--- src/rtl/avwm_pkg.sv ---
package avwm_pkg;
  typedef enum logic [1:0] {
    SQ_IDLE = 2'd0,
    SQ_ARM  = 2'd1,
    SQ_RUN  = 2'd2
  } sq_state_e;

  localparam int ADR_CTRL = 0;
  localparam int ADR_H1   = 1;
  localparam int ADR_H2   = 2;
  localparam int ADR_V1   = 3;
  localparam int ADR_V2   = 4;
endpackage

--- src/rtl/avwm_edge_sync.sv ---
module avwm_edge_sync #(
  parameter int STAGES = 2
) (
  input  logic clk,
  input  logic rst,
  input  logic d,
  output logic level,
  output logic rise,
  output logic fall
);
  logic [STAGES:0] chain;

  always_ff @(posedge clk) begin
    if (rst) chain <= '0;
    else     chain <= {chain[STAGES-1:0], d};
  end

  assign level = chain[STAGES-1];
  assign rise  = chain[STAGES-1] & ~chain[STAGES];
  assign fall  = ~chain[STAGES-1] & chain[STAGES];
endmodule

--- src/rtl/avwm_gap_track.sv ---
module avwm_gap_track #(
  parameter int CNT_W = 11
) (
  input  logic             clk,
  input  logic             rst,
  input  logic             clr,
  input  logic             en,
  input  logic             tick,
  input  logic             sync_rise,
  input  logic             sync_fall,
  input  logic             av_lvl,
  input  logic             av_rise,
  input  logic             av_fall,
  output logic [CNT_W-1:0] min1_now,
  output logic [CNT_W-1:0] min2_now
);
  localparam logic [CNT_W-1:0] CNT_MAX = '1;

  function automatic logic [CNT_W-1:0] sat_add(input logic [CNT_W-1:0] v, input logic t);
    return (t && (v != CNT_MAX)) ? v + CNT_W'(1) : v;
  endfunction

  logic             run1, run2;
  logic [CNT_W-1:0] cnt1, cnt2, min1, min2;
  logic [CNT_W-1:0] inc1, inc2, cap1_val, cap2_val;
  logic             cap1_v, cap2_v;

  always_comb begin
    inc1     = sat_add(cnt1, tick);
    inc2     = sat_add(cnt2, tick);
    cap1_v   = 1'b0;
    cap1_val = inc1;
    if (sync_fall && av_lvl) begin
      cap1_v   = 1'b1;
      cap1_val = CNT_W'(1);
    end else if (run1 && av_rise) begin
      cap1_v   = 1'b1;
    end
    cap2_v   = 1'b0;
    cap2_val = inc2;
    if (sync_rise && (av_lvl || av_fall)) begin
      cap2_v   = 1'b1;
      cap2_val = '0;
    end else if (run2 && sync_rise) begin
      cap2_v   = 1'b1;
    end
  end

  assign min1_now = (en && cap1_v && (cap1_val < min1)) ? cap1_val : min1;
  assign min2_now = (en && cap2_v && (cap2_val < min2)) ? cap2_val : min2;

  always_ff @(posedge clk) begin
    if (rst || clr) begin
      run1 <= 1'b0;
      run2 <= 1'b0;
      cnt1 <= '0;
      cnt2 <= '0;
      min1 <= CNT_MAX;
      min2 <= CNT_MAX;
    end else begin
      if (sync_fall) begin
        run1 <= ~av_lvl;
        cnt1 <= '0;
      end else if (run1) begin
        if (av_rise) run1 <= 1'b0;
        else         cnt1 <= inc1;
      end
      if (av_fall) begin
        run2 <= ~sync_rise;
        cnt2 <= '0;
      end else if (run2) begin
        if (sync_rise) run2 <= 1'b0;
        else           cnt2 <= inc2;
      end
      min1 <= min1_now;
      min2 <= min2_now;
    end
  end

  AST_TRACK_REFILL: assert property (@(posedge clk) disable iff (rst)
    clr |=> (min1 == CNT_MAX && min2 == CNT_MAX));

  AST_MIN_NEVER_GROWS: assert property (@(posedge clk) disable iff (rst)
    !clr |=> (min1 <= $past(min1) && min2 <= $past(min2)));
endmodule

--- src/rtl/avwm_seq.sv ---
module avwm_seq
  import avwm_pkg::*;
#(
  parameter int H_FRAMES = 1,
  parameter int V_FRAMES = 2
) (
  input  logic       clk,
  input  logic       rst,
  input  logic       ctrl_we,
  input  logic [1:0] ctrl_wdata,
  input  logic       vs_rise,
  output logic       start,
  output logic       mode,
  output logic       clr,
  output logic       en,
  output logic       done
);
  localparam int FRAME_W = $clog2(H_FRAMES + V_FRAMES + 1);

  sq_state_e          state;
  logic [FRAME_W-1:0] frames, need;
  logic               last;

  assign need  = mode ? FRAME_W'(H_FRAMES) : FRAME_W'(V_FRAMES);
  assign last  = (frames + FRAME_W'(1)) == need;
  assign start = (state != SQ_IDLE);
  assign en    = (state == SQ_RUN);
  assign clr   = (state == SQ_IDLE) && ctrl_we && ctrl_wdata[0];
  assign done  = en && vs_rise && last;

  always_ff @(posedge clk) begin
    if (rst) begin
      state  <= SQ_IDLE;
      mode   <= 1'b0;
      frames <= '0;
    end else begin
      case (state)
        SQ_IDLE: if (ctrl_we) begin
          mode <= ctrl_wdata[1];
          if (ctrl_wdata[0]) state <= SQ_ARM;
        end
        SQ_ARM: if (vs_rise) begin
          state  <= SQ_RUN;
          frames <= '0;
        end
        SQ_RUN: if (vs_rise) begin
          if (last) state  <= SQ_IDLE;
          else      frames <= frames + FRAME_W'(1);
        end
        default: state <= SQ_IDLE;
      endcase
    end
  end

  AST_RUN_HW_CLEAR: assert property (@(posedge clk) disable iff (rst)
    $fell(start) |-> $past(done));

  AST_MODE_FROZEN: assert property (@(posedge clk) disable iff (rst)
    start |=> $stable(mode));
endmodule

--- src/rtl/av_window_meter.sv ---
module av_window_meter
  import avwm_pkg::*;
#(
  parameter int CNT_W    = 11,
  parameter int DATA_W   = 16,
  parameter int ADDR_W   = 3,
  parameter int SYNC_STG = 2,
  parameter int H_FRAMES = 1,
  parameter int V_FRAMES = 2
) (
  input  logic              clk,
  input  logic              rst,
  input  logic              reg_we,
  input  logic [ADDR_W-1:0] reg_addr,
  input  logic [DATA_W-1:0] reg_wdata,
  output logic [DATA_W-1:0] reg_rdata,
  input  logic              hsync_in,
  input  logic              vsync_in,
  input  logic              av_in
);
  localparam int               N_IN    = 3;
  localparam logic [CNT_W-1:0] RES_MAX = '1;

  logic [N_IN-1:0] raw, lvl, rse, fll;
  assign raw = {av_in, vsync_in, hsync_in};

  for (genvar g = 0; g < N_IN; g++) begin : g_sync
    avwm_edge_sync #(.STAGES(SYNC_STG)) sync_i (
      .clk(clk), .rst(rst), .d(raw[g]),
      .level(lvl[g]), .rise(rse[g]), .fall(fll[g])
    );
  end

  logic start, mode, clr, en, done, ctrl_we;
  assign ctrl_we = reg_we && (int'(reg_addr) == ADR_CTRL);

  avwm_seq #(.H_FRAMES(H_FRAMES), .V_FRAMES(V_FRAMES)) seq_i (
    .clk(clk), .rst(rst), .ctrl_we(ctrl_we), .ctrl_wdata(reg_wdata[1:0]),
    .vs_rise(rse[1]), .start(start), .mode(mode), .clr(clr), .en(en), .done(done)
  );

  logic [CNT_W-1:0] m1, m2;

  avwm_gap_track #(.CNT_W(CNT_W)) track_i (
    .clk(clk), .rst(rst), .clr(clr), .en(en),
    .tick(mode ? 1'b1 : rse[0]),
    .sync_rise(mode ? rse[0] : rse[1]),
    .sync_fall(mode ? fll[0] : fll[1]),
    .av_lvl(lvl[2]), .av_rise(rse[2]), .av_fall(fll[2]),
    .min1_now(m1), .min2_now(m2)
  );

  logic [CNT_W-1:0] h1_q, h2_q, v1_q, v2_q;

  always_ff @(posedge clk) begin
    if (rst) begin
      h1_q <= RES_MAX;
      h2_q <= RES_MAX;
      v1_q <= RES_MAX;
      v2_q <= RES_MAX;
    end else if (done) begin
      if (mode) begin
        h1_q <= m1;
        h2_q <= m2;
      end else begin
        v1_q <= m1;
        v2_q <= m2;
      end
    end
  end

  always_ff @(posedge clk) begin
    if (rst) begin
      reg_rdata <= '0;
    end else begin
      case (int'(reg_addr))
        ADR_CTRL: reg_rdata <= DATA_W'({mode, start});
        ADR_H1:   reg_rdata <= DATA_W'(h1_q);
        ADR_H2:   reg_rdata <= DATA_W'(h2_q);
        ADR_V1:   reg_rdata <= DATA_W'(v1_q);
        ADR_V2:   reg_rdata <= DATA_W'(v2_q);
        default:  reg_rdata <= '0;
      endcase
    end
  end

  AST_RESULTS_HELD: assert property (@(posedge clk) disable iff (rst)
    !done |=> $stable({h1_q, h2_q, v1_q, v2_q}));

  AST_READ_LATENCY: assert property (@(posedge clk) disable iff (rst)
    (int'(reg_addr) == ADR_H1) |=> (reg_rdata == DATA_W'($past(h1_q))));
endmodule

--- config.mk ---
export PLATFORM = sky130hd
export DESIGN_NAME = av_window_meter
export DESIGN_NICKNAME = d
export VERILOG_FILES = /design/src/rtl/avwm_pkg.sv /design/src/rtl/avwm_edge_sync.sv /design/src/rtl/avwm_gap_track.sv /design/src/rtl/avwm_seq.sv /design/src/rtl/av_window_meter.sv
export SDC_FILE = /design/constraint.sdc
export NUM_CORES = 1
export LEC_CHECK = 0
export ABC_AREA = 1
export BUFFER_PORTS_ARGS = -buffer_cell sky130_fd_sc_hd__buf_2
export CORE_ASPECT_RATIO = 1.4
export CORE_MARGIN = 2
export CORE_UTILIZATION = 45
export CTS_CLUSTER_DIAMETER = 120
export DETAILED_ROUTE_END_ITERATION = 16
export MAX_ROUTING_LAYER = met4
export PLACE_DENSITY = 0.69
export SYNTH_ARGS = -nofsm -noshare
export SYNTH_HDL_FRONTEND = slang
export SYNTH_HIERARCHICAL = 1
export SYNTH_SLANG_ARGS = --single-unit
--- constraint.sdc ---
create_clock -name clk -period 7 [get_ports clk]
set_input_delay 1.4 -clock clk [delete_from_list [all_inputs] [get_ports clk]]
set_output_delay 1.4 -clock clk [all_outputs]
set_load 0.05 [all_outputs]
==> results by stage, run 1 <==
Floorplanning:
- The floorplan has 49 rows.
- The core region is 0.0128 mm².
- The area enclosed by the die boundary is 0.0141 mm².
- Once the floorplan was initialized, standard cells occupied 46.1% of the core.
- The die height is 140 µm.
- The die is 101 µm wide.
- 41 I/O pins were placed.

Global routing:
- The number of antenna violations at the first check in global routing is 0.
- The wire length of the first global-routing pass is 22.2 mm.
- The largest net degree at the start of global routing is 45.
- The number of global-route vias before repair is 4839.
- The total overflow left after global routing is 0.
- The aggregate global-route resource usage is 20.5%.

CTS:
- The clock tree buffer depth is 2.
- The tree is rooted in a sky130_fd_sc_hd__clkbuf_16.
- The post-CTS clock slew at the launch and capture registers of the worst setup and hold paths is 0.06 ns.
- The number of buffers created by CTS is 17.
- The H-tree was split into 4 levels.
- Gates resized during post-CTS repair numbered 0.
- The CTS sink count is 115.
- The number of hold buffers added after CTS is 0.
- The number of setup buffers added after CTS is 0.
- TritonCTS built the clock tree.
- Clock latency on the worst-skew pair, taken at its later pin, is 0.41 ns.

STA:
- The final count of pins violating max slew was 0.
- The clock skew after layout is 0.00814 ns.
- Setup violations remaining at the end of the flow were counted as 0.
- After layout, the worst path uses 58.6% of the clock period.
- For this run, the top clock speed supported by timing is 244 MHz.
- The worst slew margin relative to its limit is 31.7%.
- Setup repair after global routing left no endpoint under its margin.
- The worst path in the final design needs a cycle of 4.10 ns, including I/O delays and setup.
- The summed negative setup slack over all endpoints is 0 ns.
- The number of hold-slack violations in the final timing report came to 0.
- The slew at the pin closest to its max-slew limit is 1.02 ns.

Placed design:
- Buffers placed on the I/O ports in this run total 21.
- The number of cells after detailed placement is 991.
- The half-perimeter wire length of the detailed placement result is 9.53 mm.
- The global placer's final weighted congestion is 0.898.

Power and ir drop:
- The leakage component of the power is 3.42 nW.
- The largest vdd supply drop is 0.134 mV.
- For this design the ratio of total power to cell area is 244 mW/mm².

Outcome:
- The flow ran to the end, and the final reports show no timing, DRC or antenna violations.

Finish:
- The repair_antennas step left the layout with diodes totalling 0.
- In the final layout, the share of cells above drive strength 1 is 10.8%.
- Leaving out fill and tap cells, the most frequent cell in the layout is sky130_fd_sc_hd__nand2_1.
- In the layout the commonest cells are sky130_fd_sc_hd__nand2_1 (178), sky130_fd_sc_hd__inv_1 (118), sky130_fd_sc_hd__dfxtp_1 (115), sky130_fd_sc_hd__nand3_1 (114), sky130_fd_sc_hd__nor2_1 (80).
- The growth of design area from synthesis to finish is 12.5%.
- For this run, the post-layout net count is 904.
- Registers take 0.00230 mm².
- The total of fill cells in the finished design is 1241.
- The multi-input logic area is 0.00295 mm².
- The finished layout holds 1022 standard cells, fillers aside.

Worst setup path:
- The worst setup slack for register-to-register paths is 2.90 ns.
- The most critical setup path has its startpoint at track_i/cnt2[0].
- The signal arrival time at the worst endpoint is 4.36 ns.
- In this run the critical register-to-register path is launched from track_i/cnt2[0].
- The worst reg2reg path depth is 20.
- In this run the critical register-to-register path is captured at h2_q[2].
- For the worst setup path, the data required time is 7.26 ns.
- The maximum fanout along the worst path is 11.
- The critical path capture point type is a flop.
- The class of the most critical setup path is flop to flop.
- The startpoint class of the critical path is a flop.

Routing:
- The pre-antenna-repair detailed-routing pass consisted of 4 iterations.
- Summed over all nets, wire length on met3 after detailed routing comes to 469 µm.
- The final wirelength is 13.5 mm.
- The post-route met1 wirelength is 5.85 mm.
- The average routed wire per standard cell is 13.2 µm.
- The number of vias after detailed routing is 5284.
- The met2 layer wire length in the routed design is 6.75 mm.
- The count of nets left with antenna violations once routing finished came out at 0.
- The count of routing violations after the opening detailed-route iteration is 259.
- After detailed routing, the number of remaining DRC violations is 0.
- The vias per cell is 5.17.
- The top routing layer in use is met4.

Synth:
- The number of different library cells used by synthesis comes to 37.
- After synthesis, flip-flops and latches occupy 39.0% of the total area.
- For this run, asynchronously set or reset flops after synthesis account for 0%.
- Summing every instance area after synthesis gives 0.00591 mm².
- Averaged over all synthesized cells, the footprint is 7.01 µm².
- The number of warnings issued by yosys is 6.
- The cell count after synthesis came out at 842.
- In the synthesized netlist the dominant register cell turns out to be sky130_fd_sc_hd__dfxtp_1.
- Counting flops and latches in the post-synthesis netlist gives 115.
- The count of flip-flops with a built-in enable after synthesis is 0.

Worst hold path:
- The origin of the worst min-delay path is g_sync[0].sync_i/chain[0].
- For hold timing, the worst endpoint is g_sync[0].sync_i/chain[1].
- The worst hold path depth is 2.
- The classification of the worst-slack hold path is flop to flop.

Run:
- The number of max-cap violations is 0.
[cells in the mapped netlist, drive strengths merged, types with 3 or more instances]
library cell    n  area (µm²)
a21oi          29         149
and2            4        25.0
buf            23         144
clkbuf         10        37.5
clkinv          3        16.3
dfxtp         115        2300
ha             22         275
inv           125         469
nand2         198         803
nand3         119         628
nand3b          3        22.5
nand4          13        81.3
nor2           84         340
nor3            7        35.0
nor4            3        18.8
o211ai         32         240
o21ai          34         170
xor2           10        87.6
[cells by family after synthesis]
kind of cell | Yosys count | share of synthesized area [%]
flip-flops | 115 | 39.0
AND/OR/NAND/NOR | 433 | 33.3
XOR/XNOR | 11 | 1.63
other | 1 | 0.0635
buffers and inverters | 161 | 11.3
multiplexers | 2 | 0.339
AO/OA/AOI/OAI | 97 | 9.72
adder cells (fa/ha/maj) | 22 | 4.66
[where the power goes]
part / leakage [nW] / total, W / switching [W] / internal, W
clock: 0.275 / 0.000842 / 0.000311 / 0.000531
sequential: 0.934 / 0.000674 / 0.00000733 / 0.000667
combinational: 2.21 / 0.000104 / 0.0000777 / 0.0000261
total: 3.42 / 0.00162 / 0.000396 / 0.00122
[worst max-delay path, stage by stage (launching register included)]
cell                       delay (ns)
sky130_fd_sc_hd__dfxtp_1         0.47
sky130_fd_sc_hd__ha_1            0.19
sky130_fd_sc_hd__inv_1           0.08
sky130_fd_sc_hd__nor2_4          0.18
sky130_fd_sc_hd__nand3_4         0.11
sky130_fd_sc_hd__nand2_4         0.12
sky130_fd_sc_hd__inv_2           0.08
sky130_fd_sc_hd__nand2_1         0.07
sky130_fd_sc_hd__xor2_1          0.19
sky130_fd_sc_hd__and2_1          0.17
sky130_fd_sc_hd__ha_1            0.24
sky130_fd_sc_hd__a21o_1          0.18
sky130_fd_sc_hd__nand3_1         0.06
sky130_fd_sc_hd__a21oi_1         0.06
sky130_fd_sc_hd__nor4_1          0.77
sky130_fd_sc_hd__buf_4           0.30
sky130_fd_sc_hd__nand2_2         0.23
sky130_fd_sc_hd__nand2_2         0.13
sky130_fd_sc_hd__nand2_1         0.11
sky130_fd_sc_hd__nand2_1         0.09
sky130_fd_sc_hd__o211ai_1        0.09
[area by class of cell]
class | instances | area share, %
clock inverter | 12 | 2.00
clock buffer | 19 | 6.67
tap | 153 | 2.88
sequential | 115 | 34.7
inverter | 128 | 7.31
timing repair buffer | 25 | 2.03
multi-input combinational | 570 | 44.4
[per-stage QoR]
step	utilization [%]	instance area [µm²]	power [W]	setup slack [ns]	hold WS, ns
2_1_floorplan	-	5920	0.000767	4.07	0.388
3_3_place_gp	47.3	6070	0.000791	2.98	0.389
3_5_place_dp	47.3	6070	0.000791	2.96	0.397
4_1_cts	51.8	6640	0.00164	2.95	0.405
5_1_grt	51.8	6640	0.00168	2.57	0.418
6_report	51.8	6640	0.00162	2.90	0.402
[worst max-delay path by stage]
stage | endpoint | slack, ns | depth (start not counted)
finish | h2_q[2] | 2.90 | 20
CTS | h2_q[3] | 2.95 | 20
floorplan | v1_q[2] | 4.07 | 19
global placement | h2_q[2] | 2.98 | 20
global route | h2_q[3] | 2.57 | 20
detailed placement | h2_q[2] | 2.96 | 20
[layer usage]
metal,up-vias,GRT usage [%]
li1,2753,-
met1,2405,23.2
met2,100,33.6
met5,-,-
met3,26,5.02
met4,0,9.66
Note: power is estimated with default switching activity, not from simulation.
==> run 2, diff against run 1 <==
==> constraint.sdc (replaced) <==
create_clock -name clk -period 4.3 [get_ports clk]
set_input_delay 0.86 -clock clk [delete_from_list [all_inputs] [get_ports clk]]
set_output_delay 0.86 -clock clk [all_outputs]
set_load 0.05 [all_outputs]
==> run 2 against run 1 <==
Compared with the run above:
- cell count unchanged
- critical path type unchanged
- clock skew up 0.00070 ns
- count of clock-buffer cells in the layout up 2
- highest routed layer unchanged
- fmax up 14%
==> results by stage, run 2 (synthesis results as in run 1) <==
Outcome:
- The flow ran to the end, and the final reports show no timing, DRC or antenna violations.

Power and ir drop:
- The fraction of power spent switching nets is 24.0% (-0.45 points).
- The internal power consumption is 0.00197 W (+61%).
- The power share of the sequential group is 42.3% (+0.7 points).
- The overall power is 0.00260 W (+60%).
- The net load switching power is 0.000623 W (+57%).
- The clock network fraction of design power is 51.1% (-0.9 points).
- The combinational group share of total power came to 6.6% (+0.2 points).
- The ratio of total power to cell area is 391 mW/mm² (+60%).
- The leakage component of the power came to 3.42 nW (+0.12%).
- The largest vdd supply drop is 0.220 mV (+64%).

Worst setup path:
- By startpoint and endpoint, the worst setup path is classified as flop to flop.
- The signal arrival time at the worst endpoint is 3.85 ns (-0.51 ns).
- The critical path capture point type is a flop.
- The critical path required time is 4.56 ns (-2.70 ns).
- The maximum fanout along the worst path is 11 (unchanged).
- The startpoint class of the critical path is a flop.

Global routing:
- The number of antenna violations at the first check in global routing is 0 (unchanged).
- The total grt overflow was 0 (unchanged).
- The wire length of the first global-routing pass is 22.4 mm (+0.93%).
- The number of global-route vias before repair is 4807 (-0.66%).
- The largest net degree at the start of global routing is 35 (-22%).
- The aggregate global-route resource usage is 20.8% (+0.26 points).

CTS:
- The number of hold buffers added after CTS came to 0 (unchanged).
- The CTS tree is yes.
- The CTS sink count was 115 (unchanged).
- The number of buffers created by CTS came to 17 (unchanged).
- The clock root buffer is sky130_fd_sc_hd__clkbuf_16.
- The number of instances resized during post-cts repair was 0 (unchanged).
- The H-tree depth is 4 (unchanged).
- The post-CTS clock slew at the launch and capture registers of the worst setup and hold paths was 0.05 ns (about the same).
- The insertion delay to the later sink of the worst-skew pair is 0.42 ns (about the same).
- The clock tree buffer depth was 2 (unchanged).
- The number of buffers added for setup after CTS was 0 (unchanged).

Routing:
- The number of nets with antenna violations after detailed routing is 0 (unchanged).
- The number of vias after detailed routing is 5217 (-1.3%).
- The final wirelength was 13.5 mm (+0.17%).
- The total iterations of the first detailed-routing run is 5 (+1).
- The vias per cell came to 5.10 (-1.3%).
- The average routed wire per standard cell is 13.2 µm (+0.17%).
- The count of routing violations after the opening detailed-route iteration is 212 (-18%).
- The remaining routing DRC violations was 0 (unchanged).

STA:
- The worst slew margin relative to its limit is 36.0% (+4.3 points).
- The final count of negative-setup-slack endpoints is 0 (unchanged).
- The final count of pins violating max slew came to 0 (unchanged).
- The maximum operating frequency is 279 MHz (+14%).
- The clock skew after layout came to 0.00884 ns (+0.000696 ns).
- The shortest period the worst path allows was 3.58 ns (-0.518 ns).
- The summed negative setup slack over all endpoints came to 0 ns (unchanged).
- The least setup slack across all paths after layout is 0.716 ns (-2.18 ns).
- The slew at the pin closest to its max-slew limit is 0.959 ns (-0.0563 ns).
- The number of hold-slack violations in the final timing report is 0 (unchanged).
- The share of the cycle needed by the critical path after routing was 83.3% (+25 points).
- Setup repair after global routing left no endpoint under its margin.

Floorplanning:
- The die height was 140 µm (unchanged).
- The core box area is 0.0128 mm² (unchanged).
- The number of rows in the core area is 49 (unchanged).
- The width of the die came to 101 µm (unchanged).
- The initial standard-cell utilization of the core is 46.1% (unchanged).
- The area enclosed by the die boundary is 0.0141 mm² (unchanged).
- The number of primary I/O pins is 41 (unchanged).

Placed design:
- The half-perimeter wire length of the detailed placement result is 9.68 mm (+1.5%).
- The worst setup slack after placement was 0.726 ns (-2.23 ns).
- The placed standard-cell area is 0.00608 mm² (+0.25%).
- The number of cells after detailed placement is 993 (+0.20%).
- The global placer's final weighted congestion is 0.951 (+5.9%).
- The number of I/O port buffers is 21 (unchanged).

Finish:
- The fraction of final layout cells sized beyond drive strength 1 came to 10.9% (+0.12 points).
- In the layout the commonest cells are sky130_fd_sc_hd__nand2_1 (178), sky130_fd_sc_hd__inv_1 (118), sky130_fd_sc_hd__dfxtp_1 (115), sky130_fd_sc_hd__nand3_1 (114), sky130_fd_sc_hd__nor2_1 (80).
- The total number of nets in the final design is 906 (+0.22%).
- The number of diodes added for antenna fixing was 0 (unchanged).
- The number of standard cells in the layout, taps in and fillers out is 1022 (unchanged).
- The library cell used most frequently in the layout, excluding fill and tap cells, is sky130_fd_sc_hd__nand2_1.
- The total of fill cells in the finished design is 1247 (+0.48%).
- The final instance area is 0.00664 mm² (unchanged).
- The growth of design area from synthesis to finish is 12.5% (unchanged).

Run:
- The number of max-cap violations is 0 (unchanged).

Worst hold path:
- The path class of the tightest hold or removal check is flop to flop.
[run 2: changes by cell type in the layout (fill, tap and decap cells not counted)]
cell	previous run	this run
sky130_fd_sc_hd__inv_6	1	0
sky130_fd_sc_hd__clkbuf_1	1	0
sky130_fd_sc_hd__clkbuf_8	1	4
sky130_fd_sc_hd__bufinv_16	2	1
sky130_fd_sc_hd__clkinv_4	4	3
sky130_fd_sc_hd__buf_4	4	6
sky130_fd_sc_hd__clkinv_2	3	2
[run 2: layer usage]
metal / vias up / track usage [%] / wire length [µm]
li1: 2746 / - / -
met1: 2336 / 23.5 / 5810
met2: 101 / 32.7 / 6610
met3: 34 / 5.98 / 492
met4: 0 / 11.2 / 583
met5: - / - / 0
[run 2: power by group through the flow]
stage               clock network (W)  logic [W]  registers (W)
floorplan                           0   0.000103        0.00115
global placement                    0   0.000169        0.00112
detailed placement                  0   0.000171        0.00112
CTS                           0.00135   0.000172        0.00110
global route                  0.00141   0.000189        0.00110
finish                        0.00133   0.000170        0.00110
[run 2: area by class of cell]
cell class | instances | area (µm²) | share of cell area [%]
clock buffers | 21 | 480 | 7.23
clock inverters | 8 | 80.1 | 1.21
inverters | 128 | 485 | 7.31
multi-input cells | 570 | 2950 | 44.4
flip-flops and latches | 115 | 2300 | 34.7
well taps | 153 | 191 | 2.88
repair buffers | 27 | 150 | 2.26
[run 2: worst max-delay path: stages, from the launching register on]
cell	delay [ns]
sky130_fd_sc_hd__dfxtp_1	0.47
sky130_fd_sc_hd__ha_1	0.19
sky130_fd_sc_hd__inv_1	0.08
sky130_fd_sc_hd__nor2_4	0.17
sky130_fd_sc_hd__nand3_4	0.11
sky130_fd_sc_hd__nand2_4	0.13
sky130_fd_sc_hd__inv_2	0.08
sky130_fd_sc_hd__nand2_1	0.07
sky130_fd_sc_hd__xor2_1	0.18
sky130_fd_sc_hd__and2_1	0.18
sky130_fd_sc_hd__ha_1	0.25
sky130_fd_sc_hd__a21o_1	0.18
sky130_fd_sc_hd__nand3_1	0.06
sky130_fd_sc_hd__a21oi_1	0.06
sky130_fd_sc_hd__nor4_1	0.40
sky130_fd_sc_hd__nand2_2	0.34
sky130_fd_sc_hd__nand2_2	0.14
sky130_fd_sc_hd__nand2_1	0.12
sky130_fd_sc_hd__nand2_1	0.10
sky130_fd_sc_hd__o211ai_1	0.10
[run 2: final timing paths]
check,from,endpoint,slack (ns),cells past startpoint
hold reg to reg,g_sync[0].sync_i/chain[0],g_sync[0].sync_i/chain[1],0.40,2
hold / removal,g_sync[0].sync_i/chain[0],g_sync[0].sync_i/chain[1],0.40,2
setup reg to reg,track_i/cnt2[0],h2_q[4],0.72,19
setup / recovery,track_i/cnt2[0],h2_q[4],0.72,19
[run 2: metrics by stage]
step           utilization (%)  hold slack (ns)
4_1_cts                   51.8            0.405
2_1_floorplan                -            0.388
3_3_place_gp              47.5            0.389
3_5_place_dp              47.5            0.397
6_report                  51.8            0.403
5_1_grt                   51.8            0.421
